--- src/rtl/smh_pkg.sv ---
package smh_pkg;
    localparam int XLEN    = 32;
    localparam int RIDX_W  = 4;
    localparam int PROD_W  = 2 * XLEN;

    localparam logic [RIDX_W-1:0] PC_IDX    = '1;
    localparam logic [3:0]        COND_NV   = 4'hF;
    localparam logic [7:0]        WORD_OPC  = 8'h75;
    localparam logic [11:0]       PAIR_OPC  = 12'hFB5;
    localparam logic [PROD_W-1:0] RND_CONST = PROD_W'(1) << (XLEN - 1);

    typedef logic [XLEN-1:0]   word_t;
    typedef logic [RIDX_W-1:0] ridx_t;
    typedef logic [PROD_W-1:0] prod_t;

    typedef enum logic [1:0] {
        DEC_OK     = 2'd0,
        DEC_UNPRED = 2'd1,
        DEC_UNDEF  = 2'd2
    } dec_kind_e;

    typedef struct packed {
        dec_kind_e kind;
        ridx_t     rd;
        logic      rnd;
    } dec_t;

    typedef struct packed {
        ridx_t rd;
        logic  we;
        logic  unpred;
        logic  undef;
        logic  rnd;
        prod_t prod;
    } mul_stage_t;

    typedef struct packed {
        ridx_t rd;
        logic  we;
        logic  unpred;
        logic  undef;
        word_t data;
    } res_t;

    function automatic logic any_pc(ridx_t a, ridx_t b, ridx_t c);
        return (a == PC_IDX) || (b == PC_IDX) || (c == PC_IDX);
    endfunction
endpackage

--- src/rtl/smh_decode.sv ---
module smh_decode
    import smh_pkg::*;
(
    input  word_t insn,
    input  logic  two_half,
    output dec_t  dec
);
    logic [15:0] hw_lead;
    logic [15:0] hw_trail;
    logic        word_hit;
    logic        pair_hit;
    ridx_t       w_rd, w_rn, w_rm;
    ridx_t       p_rd, p_rn, p_rm;
    ridx_t       sel_rd, sel_rn, sel_rm;
    logic        sel_hit, sel_rnd;

    assign hw_lead  = insn[31:16];
    assign hw_trail = insn[15:0];

    // word layout
    assign word_hit = (insn[31:28] != COND_NV) && (insn[27:20] == WORD_OPC) &&
                      (insn[15:12] == 4'hF) && (insn[7:6] == 2'b00) && insn[4];
    assign w_rd = insn[19:16];
    assign w_rm = insn[11:8];
    assign w_rn = insn[3:0];

    // halfword-pair layout
    assign pair_hit = (hw_lead[15:4] == PAIR_OPC) && (hw_trail[15:12] == 4'hF) &&
                      (hw_trail[7:5] == 3'b000);
    assign p_rn = hw_lead[3:0];
    assign p_rd = hw_trail[11:8];
    assign p_rm = hw_trail[3:0];

    always_comb begin
        if (two_half) begin
            sel_hit = pair_hit;
            sel_rd  = p_rd;
            sel_rn  = p_rn;
            sel_rm  = p_rm;
            sel_rnd = hw_trail[4];
        end else begin
            sel_hit = word_hit;
            sel_rd  = w_rd;
            sel_rn  = w_rn;
            sel_rm  = w_rm;
            sel_rnd = insn[5];
        end
    end

    always_comb begin
        dec.rnd = sel_rnd;
        dec.rd  = sel_rd;
        if (!sel_hit) begin
            dec.kind = DEC_UNDEF;
            dec.rd   = '0;
            dec.rnd  = 1'b0;
        end else if (any_pc(sel_rd, sel_rn, sel_rm)) begin
            dec.kind = DEC_UNPRED;
        end else begin
            dec.kind = DEC_OK;
        end
    end
endmodule

--- src/rtl/smh_mul.sv ---
module smh_mul
    import smh_pkg::*;
(
    input  word_t a,
    input  word_t b,
    output prod_t prod
);
    logic signed [PROD_W-1:0] a_ext;
    logic signed [PROD_W-1:0] b_ext;

    assign a_ext = $signed({{XLEN{a[XLEN-1]}}, a});
    assign b_ext = $signed({{XLEN{b[XLEN-1]}}, b});
    assign prod  = prod_t'(a_ext * b_ext);
endmodule

--- src/rtl/smh_round.sv ---
module smh_round
    import smh_pkg::*;
(
    input  prod_t prod,
    input  logic  rnd,
    output word_t hi
);
    prod_t addend;

    assign addend = rnd ? RND_CONST : '0;
    // wraps modulo 2^64, then keeps the upper word
    assign hi = word_t'((prod + addend) >> XLEN);
endmodule

--- src/rtl/smh_pipe_reg.sv ---
module smh_pipe_reg #(
    parameter type T = logic
) (
    input  logic clk,
    input  logic rst,
    input  logic up_valid,
    output logic up_ready,
    input  T     up_data,
    output logic dn_valid,
    input  logic dn_ready,
    output T     dn_data
);
    logic held;
    T     store;

    assign up_ready = !held || dn_ready;
    assign dn_valid = held;
    assign dn_data  = store;

    always_ff @(posedge clk) begin
        if (rst) begin
            held  <= 1'b0;
            store <= '0;
        end else if (up_ready) begin
            held <= up_valid;
            if (up_valid) store <= up_data;
        end
    end
endmodule

--- src/rtl/smh_unit.sv ---
module smh_unit
    import smh_pkg::*;
(
    input  logic        clk,
    input  logic        rst,
    input  logic        in_valid,
    output logic        in_ready,
    input  logic [31:0] insn,
    input  logic        two_half,
    input  logic [31:0] op_a,
    input  logic [31:0] op_b,
    input  logic        cond_ok,
    output logic        out_valid,
    input  logic        out_ready,
    output logic [3:0]  out_rd,
    output logic        out_we,
    output logic [31:0] out_data,
    output logic        out_unpred,
    output logic        out_undef
);
    dec_t       dec;
    prod_t      prod;
    mul_stage_t s1_in, s1_q;
    logic       s1_valid, s1_ready;
    word_t      hi;
    res_t       s2_in, s2_q;

    smh_decode u_decode (
        .insn     (insn),
        .two_half (two_half),
        .dec      (dec)
    );

    smh_mul u_mul (
        .a    (op_a),
        .b    (op_b),
        .prod (prod)
    );

    always_comb begin
        s1_in.rd     = dec.rd;
        s1_in.we     = cond_ok && (dec.kind == DEC_OK);
        s1_in.unpred = (dec.kind == DEC_UNPRED);
        s1_in.undef  = (dec.kind == DEC_UNDEF);
        s1_in.rnd    = dec.rnd;
        s1_in.prod   = prod;
    end

    smh_pipe_reg #(.T(mul_stage_t)) u_stage1 (
        .clk      (clk),
        .rst      (rst),
        .up_valid (in_valid),
        .up_ready (in_ready),
        .up_data  (s1_in),
        .dn_valid (s1_valid),
        .dn_ready (s1_ready),
        .dn_data  (s1_q)
    );

    smh_round u_round (
        .prod (s1_q.prod),
        .rnd  (s1_q.rnd),
        .hi   (hi)
    );

    always_comb begin
        s2_in.rd     = s1_q.rd;
        s2_in.we     = s1_q.we;
        s2_in.unpred = s1_q.unpred;
        s2_in.undef  = s1_q.undef;
        s2_in.data   = s1_q.we ? hi : '0;
    end

    smh_pipe_reg #(.T(res_t)) u_stage2 (
        .clk      (clk),
        .rst      (rst),
        .up_valid (s1_valid),
        .up_ready (s1_ready),
        .up_data  (s2_in),
        .dn_valid (out_valid),
        .dn_ready (out_ready),
        .dn_data  (s2_q)
    );

    assign out_rd     = s2_q.rd;
    assign out_we     = s2_q.we;
    assign out_data   = s2_q.data;
    assign out_unpred = s2_q.unpred;
    assign out_undef  = s2_q.undef;
endmodule

--- config.mk ---
export PLATFORM = sky130hd
export DESIGN_NAME = smh_unit
export DESIGN_NICKNAME = d
export VERILOG_FILES = /design/src/rtl/smh_pkg.sv /design/src/rtl/smh_decode.sv /design/src/rtl/smh_mul.sv /design/src/rtl/smh_round.sv /design/src/rtl/smh_pipe_reg.sv /design/src/rtl/smh_unit.sv
export SDC_FILE = /design/constraint.sdc
export NUM_CORES = 2
export LEC_CHECK = 0
export BUFFER_PORTS_ARGS = -buffer_cell sky130_fd_sc_hd__buf_2
export CAP_MARGIN = 0
export CORE_ASPECT_RATIO = 0.9
export CORE_MARGIN = 4
export CORE_UTILIZATION = 55
export CTS_BUF_LIST = sky130_fd_sc_hd__clkbuf_8
export DETAILED_ROUTE_END_ITERATION = 7
export GPL_TIMING_DRIVEN = 0
export PLACE_DENSITY = 0.72
export SLEW_MARGIN = 20
export SYNTH_ARGS = -nofsm -noshare
export SYNTH_HDL_FRONTEND = slang
export SYNTH_SLANG_ARGS = --single-unit
--- constraint.sdc ---
create_clock -name clk -period 11.9 [get_ports clk]
set_input_delay 2.38 -clock clk [delete_from_list [all_inputs] [get_ports clk]]
set_output_delay 2.38 -clock clk [all_outputs]
set_load 0.05 [all_outputs]
# Yosys cells after proc, flatten, opt, wreduce, memory -nomap -nowiden
# Index checks and enable logic that the tools add are counted.
classes:
  addsub: 1
  mul: 1
  n_div: 0
  order_cmp: 0
  n_eq_ne: 9
  n_shift: 0
  mux: 10
  n_bitwise: 0
  n_reduce_logical: 18
op_table:
  columns: ["cell", "count"]
  rows:
  - ["64-bit adder", 1]
  - ["32-bit by 32-bit multiplier with 64-bit output", 1]
  - ["32-bit two-way mux", 2]
  - ["4-bit equality test (second input constant)", 4]
  - ["12-bit equality test (second input constant)", 1]
  - ["4-bit two-way mux", 3]
  - ["8-bit by 7-bit equality test with 1-bit output (second input constant)", 1]
  - ["1-bit logical AND", 7]
  - ["5-bit two-way mux", 1]
  - ["2-bit zero test", 2]
  - ["1-bit logical OR", 4]
  - ["4-bit != test (second input constant)", 1]
  - ["2-bit AND reduction", 2]
  - ["3-bit zero test", 1]
  - ["1-bit two-way mux", 3]
  - ["2-bit by 1-bit equality test with 1-bit output (second input constant)", 1]
  - ["2-bit equality test (second input constant)", 1]
  - ["1-bit zero test", 2]
  - ["2-bit two-way mux", 1]
word_totals:
  ff_bits: 113
  latch_bits: 0
  mem_bits_rw: 0
  rom_bits: 0
  output_inout_bits: 41
  mem_count: 0

# Longest topological paths before layout
logic_depth:
  depth_word: 9
  mapped_depth: 28
  mapped_depth_nobuf: 27

# Cells and area by module
# From an unflattened synthesis, not the netlist that was laid out.
hier_totals:
  cells_unflattened: 4575
  area_unflattened_um2: 42801.0
modules_own_cells:
  columns: ["mod", "instances", "cells_each", "area_each_um2", "seq_area_each_um2"]
  rows:
  - ["smh_mul", 1, 3897, 36338.6, 0.0]
  - ["smh_pipe_reg at u_stage1", 1, 332, 3410.8, 1461.4]
  - ["smh_pipe_reg at u_stage2", 1, 182, 1884.3, 800.8]
  - ["smh_round", 1, 102, 668.1, 0.0]
  - ["smh_unit", 1, 38, 275.3, 0.0]
  - ["smh_decode", 1, 24, 224.0, 0.0]

# Worst setup path after synthesis
# No wires, ideal clock.
synth_path:
  path_kind: "input to register"
  startpoint: "input op_b[2]"
  endpoint: "register u_stage1.store, in the netlist u_stage1.dn_data[63]"
  setup_time_ns: 0.117
  arrival_ns: 9.894
  setup_slack_ns: 1.889
  cell_stages: 25
  path_cell_list: "clkbuf_1 nand2_1 inv_1 fa_1 fa_1 fa_1 inv_1 fa_1 inv_1 fa_1 fa_1 inv_1 fa_1 inv_1 fa_1 ha_1 a21o_1 a21o_1 a21oi_1 nor2_1 a21oi_1 inv_1 o311a_1 or3_1 a32o_1"
synth_between:
  elab_chain_cells: 1
synth_rtl:
  columns: ["item", "line_no", "text"]
  rows:
  - ["start, declared", "smh_unit.sv:11", "input logic [31:0] op_b,"]
  - ["32-bit by 32-bit multiplier with 64-bit output", "smh_mul.sv:13", "assign prod = prod_t'(a_ext * b_ext);"]
  - ["end signal, assigned", "smh_pipe_reg.sv:26", "if (up_valid) store <= up_data;"]
  - ["end, declared", "smh_pipe_reg.sv:14", "T store;"]
# Every way passes these cells.
# A chain may end at the register's enable or synchronous reset.

# Worst setup path in the final report
# Same ends and word-level chain as after synthesis.

==> impl_results.md <==
* Mean post-synth cell area at 9.29 um^2
* Layout cell share with drive strength beyond 1 at 3.98%
* Number of placement rows at 92
* Residual overflow from global routing at 0
* Slowest-stage cell, CP: sky130_fd_sc_hd__fa_1
* Synth top cells by count: 1081 x sky130_fd_sc_hd__fa_1, 976 x sky130_fd_sc_hd__inv_1, 561 x sky130_fd_sc_hd__nand2_1, 523 x sky130_fd_sc_hd__and2_1, 226 x sky130_fd_sc_hd__clkbuf_1
* Initial DRT Pass Iterations at 6
* Total clock buffers created by CTS at 9
* CP endpoint kind: flip-flop
* Total vias in the final route at 30500
* Metal3 WL at 17.8 mm
* Skew-Pair Late Insertion Delay at 0.36 ns
* Setup slack of the most critical reg-to-reg path at 9.33 ns
* Worst-case setup slack after placement at 0.226 ns
* Count of final hold-check violations at 0
* Share of the synthesized area in the top cell type at 55.6%
* Remaining design rule violation count at 0
* Beginning of the worst register-to-register path: u_stage1.dn_data[64]$_SDFFE_PP0P_
* Hold_buf cts at 0
* Final number of max-transition violations at 0
* Gpl congestion at 1.07
* Number of buffers added for setup after CTS at 0
* Vert. Die Dim at 260 um
* Number of enable-type register cells in the synthesized netlist at 0
* Actual slew at the worst max-slew pin at 1.26 ns
* Delay of the slowest cell on the worst path at 1.01 ns
* Dominant synthesized flop cell: sky130_fd_sc_hd__dfxtp_1
* Final HPWL from detailed placement at 117 mm
* Initial antenna violation count at 16
* Wire length of the first global-routing pass at 209 mm
* Most frequent cell on the critical path: sky130_fd_sc_hd__fa_1
* Post-layout worst setup margin at 0.507 ns
* Number of standard cells after synthesis at 4188
* Sequential cell area fraction in the yosys report at 4.22%
* Overall die area at 75100 um^2
* Critical R2R Capture: u_stage2.dn_data[20]$_SDFFE_PP0P_
* Share of synthesized registers carrying an async set or reset at 0%
* Run status: complete, no violations
* Data arrival time of the critical path at 11.66 ns
* Critical path startpoint category: input pin
* Core area at 70100 um^2
* Hold endpoint: u_stage2.dn_data[35]$_SDFFE_PP0P_
* Detailed Route Iter0 Violations at 3070
* I/O Buffers at 141
* Antenna Nets Post-Route at 0
* Total number of clock tree sinks at 82
* Synthesized netlist net count at 5552
* Met2 wirelength from detailed routing at 59.7 mm
* Initial core utilization at 55.5%
* Cell with the most instances after synthesis: sky130_fd_sc_hd__fa_1
* Count of different cell masters after synthesis at 63
* Total Nets Final at 5706
* Maximum achievable frequency at 87.8 MHz
* Number of global-route vias before repair at 32500
* Largest cells by area after synthesis: sky130_fd_sc_hd__fa_1 56%, sky130_fd_sc_hd__inv_1 9.4%, sky130_fd_sc_hd__and2_1 8.4%
* Time the final worst path needs with I/O delays and setup at 11.39 ns
* Period utilization at 95.7%
* Worst Hold Path Cells at 2
* Clock-pin slew on the worst setup and hold paths at 0.08 ns
* Largest area contributor in the netlist: sky130_fd_sc_hd__fa_1
* Worst setup path class: in2reg
* Post-detailed-routing wire length at 140 mm
* Max-cap violations at 0
* Warnings, synthesis at 0
* Rel. slew slack at 16.2%
* Cell at the root of the clock tree: sky130_fd_sc_hd__clkbuf_8
* Number of ports placed on the die boundary at 143
* Synthesized flop and latch total at 82
* Hold/Removal Path Class: reg2reg
* Skew final at 0.00698 ns
* Area Overhead vs Synth at 5.40%
* H-tree levels at 3
* Maximum clock insertion buffer count at 2
* Clock tree from TritonCTS: yes
* Hold Crit Start: u_stage2.dn_data[35]$_SDFFE_PP0P_
* Critical path fanouts, max at 11
* Routed len/inst at 26.4 um
* Top layer in use: met5
* Wl on met1 at 51.9 mm
* Required time of the worst setup path at 12.16 ns
* Total of cells resized after clock tree synthesis at 0
* Setup violations, final at 0
* RSZ-0062 raised after global routing: no
* Summed instance area of the synthesized netlist at 38900 um^2
* Overall track demand over capacity in global routing at 38.6%
* Largest net degree at the start of global routing at 23
* Die X-Extent at 288 um
* Worst Reg2Reg Path Length in Cells at 11
* Via/cell ratio at 5.76
[layout make-up]
type,count,area (um^2)
repair buffers,143,722
well taps,940,1180
clock inverters,5,48.8
flip-flops and latches,82,1640
clock buffers,9,124
multi-input cells,2902,32800
diodes,8,20.0
plain buffers,228,858
fillers,6274,29100
inverters,976,3660
[critical path: cells and delay by family]
| kind | cells | cell delay [ns] |
|---|---|---|
| fa+ha+maj | 9 | 5.23 |
| buf+inv | 8 | 1.95 |
| compound gates | 6 | 1.39 |
| simple gates | 3 | 0.67 |
[metrics by stage]
step	instances	instance area, um^2	utilization, %	setup TNS, ns	hold WS (ns)
finish	5293	41000	58.5	0	0.458
detailed placement	5270	40800	58.2	0	0.445
global placement	5269	40800	58.2	-0.0452	0.442
CTS	5284	41000	58.5	0	0.460
global route	5285	41000	58.5	0	0.481
floorplan	4188	38900	-	0	0.432
[sequential cells by signal, indices dropped and copies added (netlist names)]
| name | flops |
|---|---|
| u_stage1.dn_data | 41 |
| u_stage2.dn_data | 39 |
| u_stage1.dn_valid | 1 |
| u_stage2.dn_valid | 1 |
[worst max path at each step]
stage / start / endpoint / slack [ns] / depth (start not counted)
2_1_floorplan: op_b[2] / u_stage1.dn_data[63]$_SDFFE_PP0P_ / 1.89 / 25
3_3_place_gp: op_b[2] / u_stage1.dn_data[63]$_SDFFE_PP0P_ / -0.05 / 26
3_5_place_dp: op_b[2] / u_stage1.dn_data[63]$_SDFFE_PP0P_ / 0.23 / 26
4_1_cts: op_b[2] / u_stage1.dn_data[63]$_SDFFE_PP0P_ / 0.59 / 26
5_1_grt: op_b[2] / u_stage1.dn_data[63]$_SDFFE_PP0P_ / 0.08 / 26
6_report: op_b[2] / u_stage1.dn_data[63]$_SDFFE_PP0P_ / 0.51 / 26
[per-layer routing]
metal	vias up	global-route usage, %
met5	-	0
met1	15600	51.8
met4	2	21.3
met2	1938	57.3
met3	503	10.7
li1	12400	-
[logic make-up (layout without fill, tap and decap cells)]
kind of cell,count (synthesis),after routing,share of synthesized area (%)
compound gates,253,253,4.29
simple gates,1306,1306,16.6
xor+xnor,75,75,1.69
fa+ha+maj,1262,1262,61.4
other cells,0,8,0
mux,6,6,0.167
flops,82,82,4.22
buf+inv,1204,1361,11.6
[layout by cell type (no fill, tap or decap), types with 3 or more instances in the layout]
master                     Yosys  final
sky130_fd_sc_hd__nand4_1      24     24
sky130_fd_sc_hd__nor2_1      110    110
sky130_fd_sc_hd__o211ai_1      4      4
sky130_fd_sc_hd__o21ai_1       4      4
sky130_fd_sc_hd__a311oi_1      3      3
sky130_fd_sc_hd__fa_1       1081   1080
sky130_fd_sc_hd__a21o_1       28     28
sky130_fd_sc_hd__or3_1         4      4
sky130_fd_sc_hd__xnor2_1      61     61
sky130_fd_sc_hd__ha_1        181    181
sky130_fd_sc_hd__diode_2       0      8
sky130_fd_sc_hd__a22oi_1      33     33
sky130_fd_sc_hd__a22o_1        9      9
sky130_fd_sc_hd__inv_1       976    977
sky130_fd_sc_hd__a21oi_1      84     84
sky130_fd_sc_hd__dfxtp_1      82     82
sky130_fd_sc_hd__nand4b_1      3      3
sky130_fd_sc_hd__and2_1      523    523
sky130_fd_sc_hd__nor3_1       10     10
sky130_fd_sc_hd__buf_2         0    142
sky130_fd_sc_hd__nand2b_1     12     12
sky130_fd_sc_hd__nand3_1      30     30
sky130_fd_sc_hd__and4_1        4      4
sky130_fd_sc_hd__o21a_1        7      7
sky130_fd_sc_hd__o21bai_1      7      7
sky130_fd_sc_hd__clkbuf_1    226    224
sky130_fd_sc_hd__xor2_1       14     14
sky130_fd_sc_hd__a211oi_1      9      9
sky130_fd_sc_hd__nor2b_1       6      6
sky130_fd_sc_hd__mux2_2        4      4
sky130_fd_sc_hd__clkinv_2      0      3
sky130_fd_sc_hd__and3_1       10     10
sky130_fd_sc_hd__a41oi_1       3      3
sky130_fd_sc_hd__a31oi_1       5      5
sky130_fd_sc_hd__nand2_1     561    561
sky130_fd_sc_hd__clkbuf_8      0      9
sky130_fd_sc_hd__o21ai_0      31     31
Power is not shown: default switching activity piles up to over one toggle a cycle in this logic, so the estimate is an artifact.
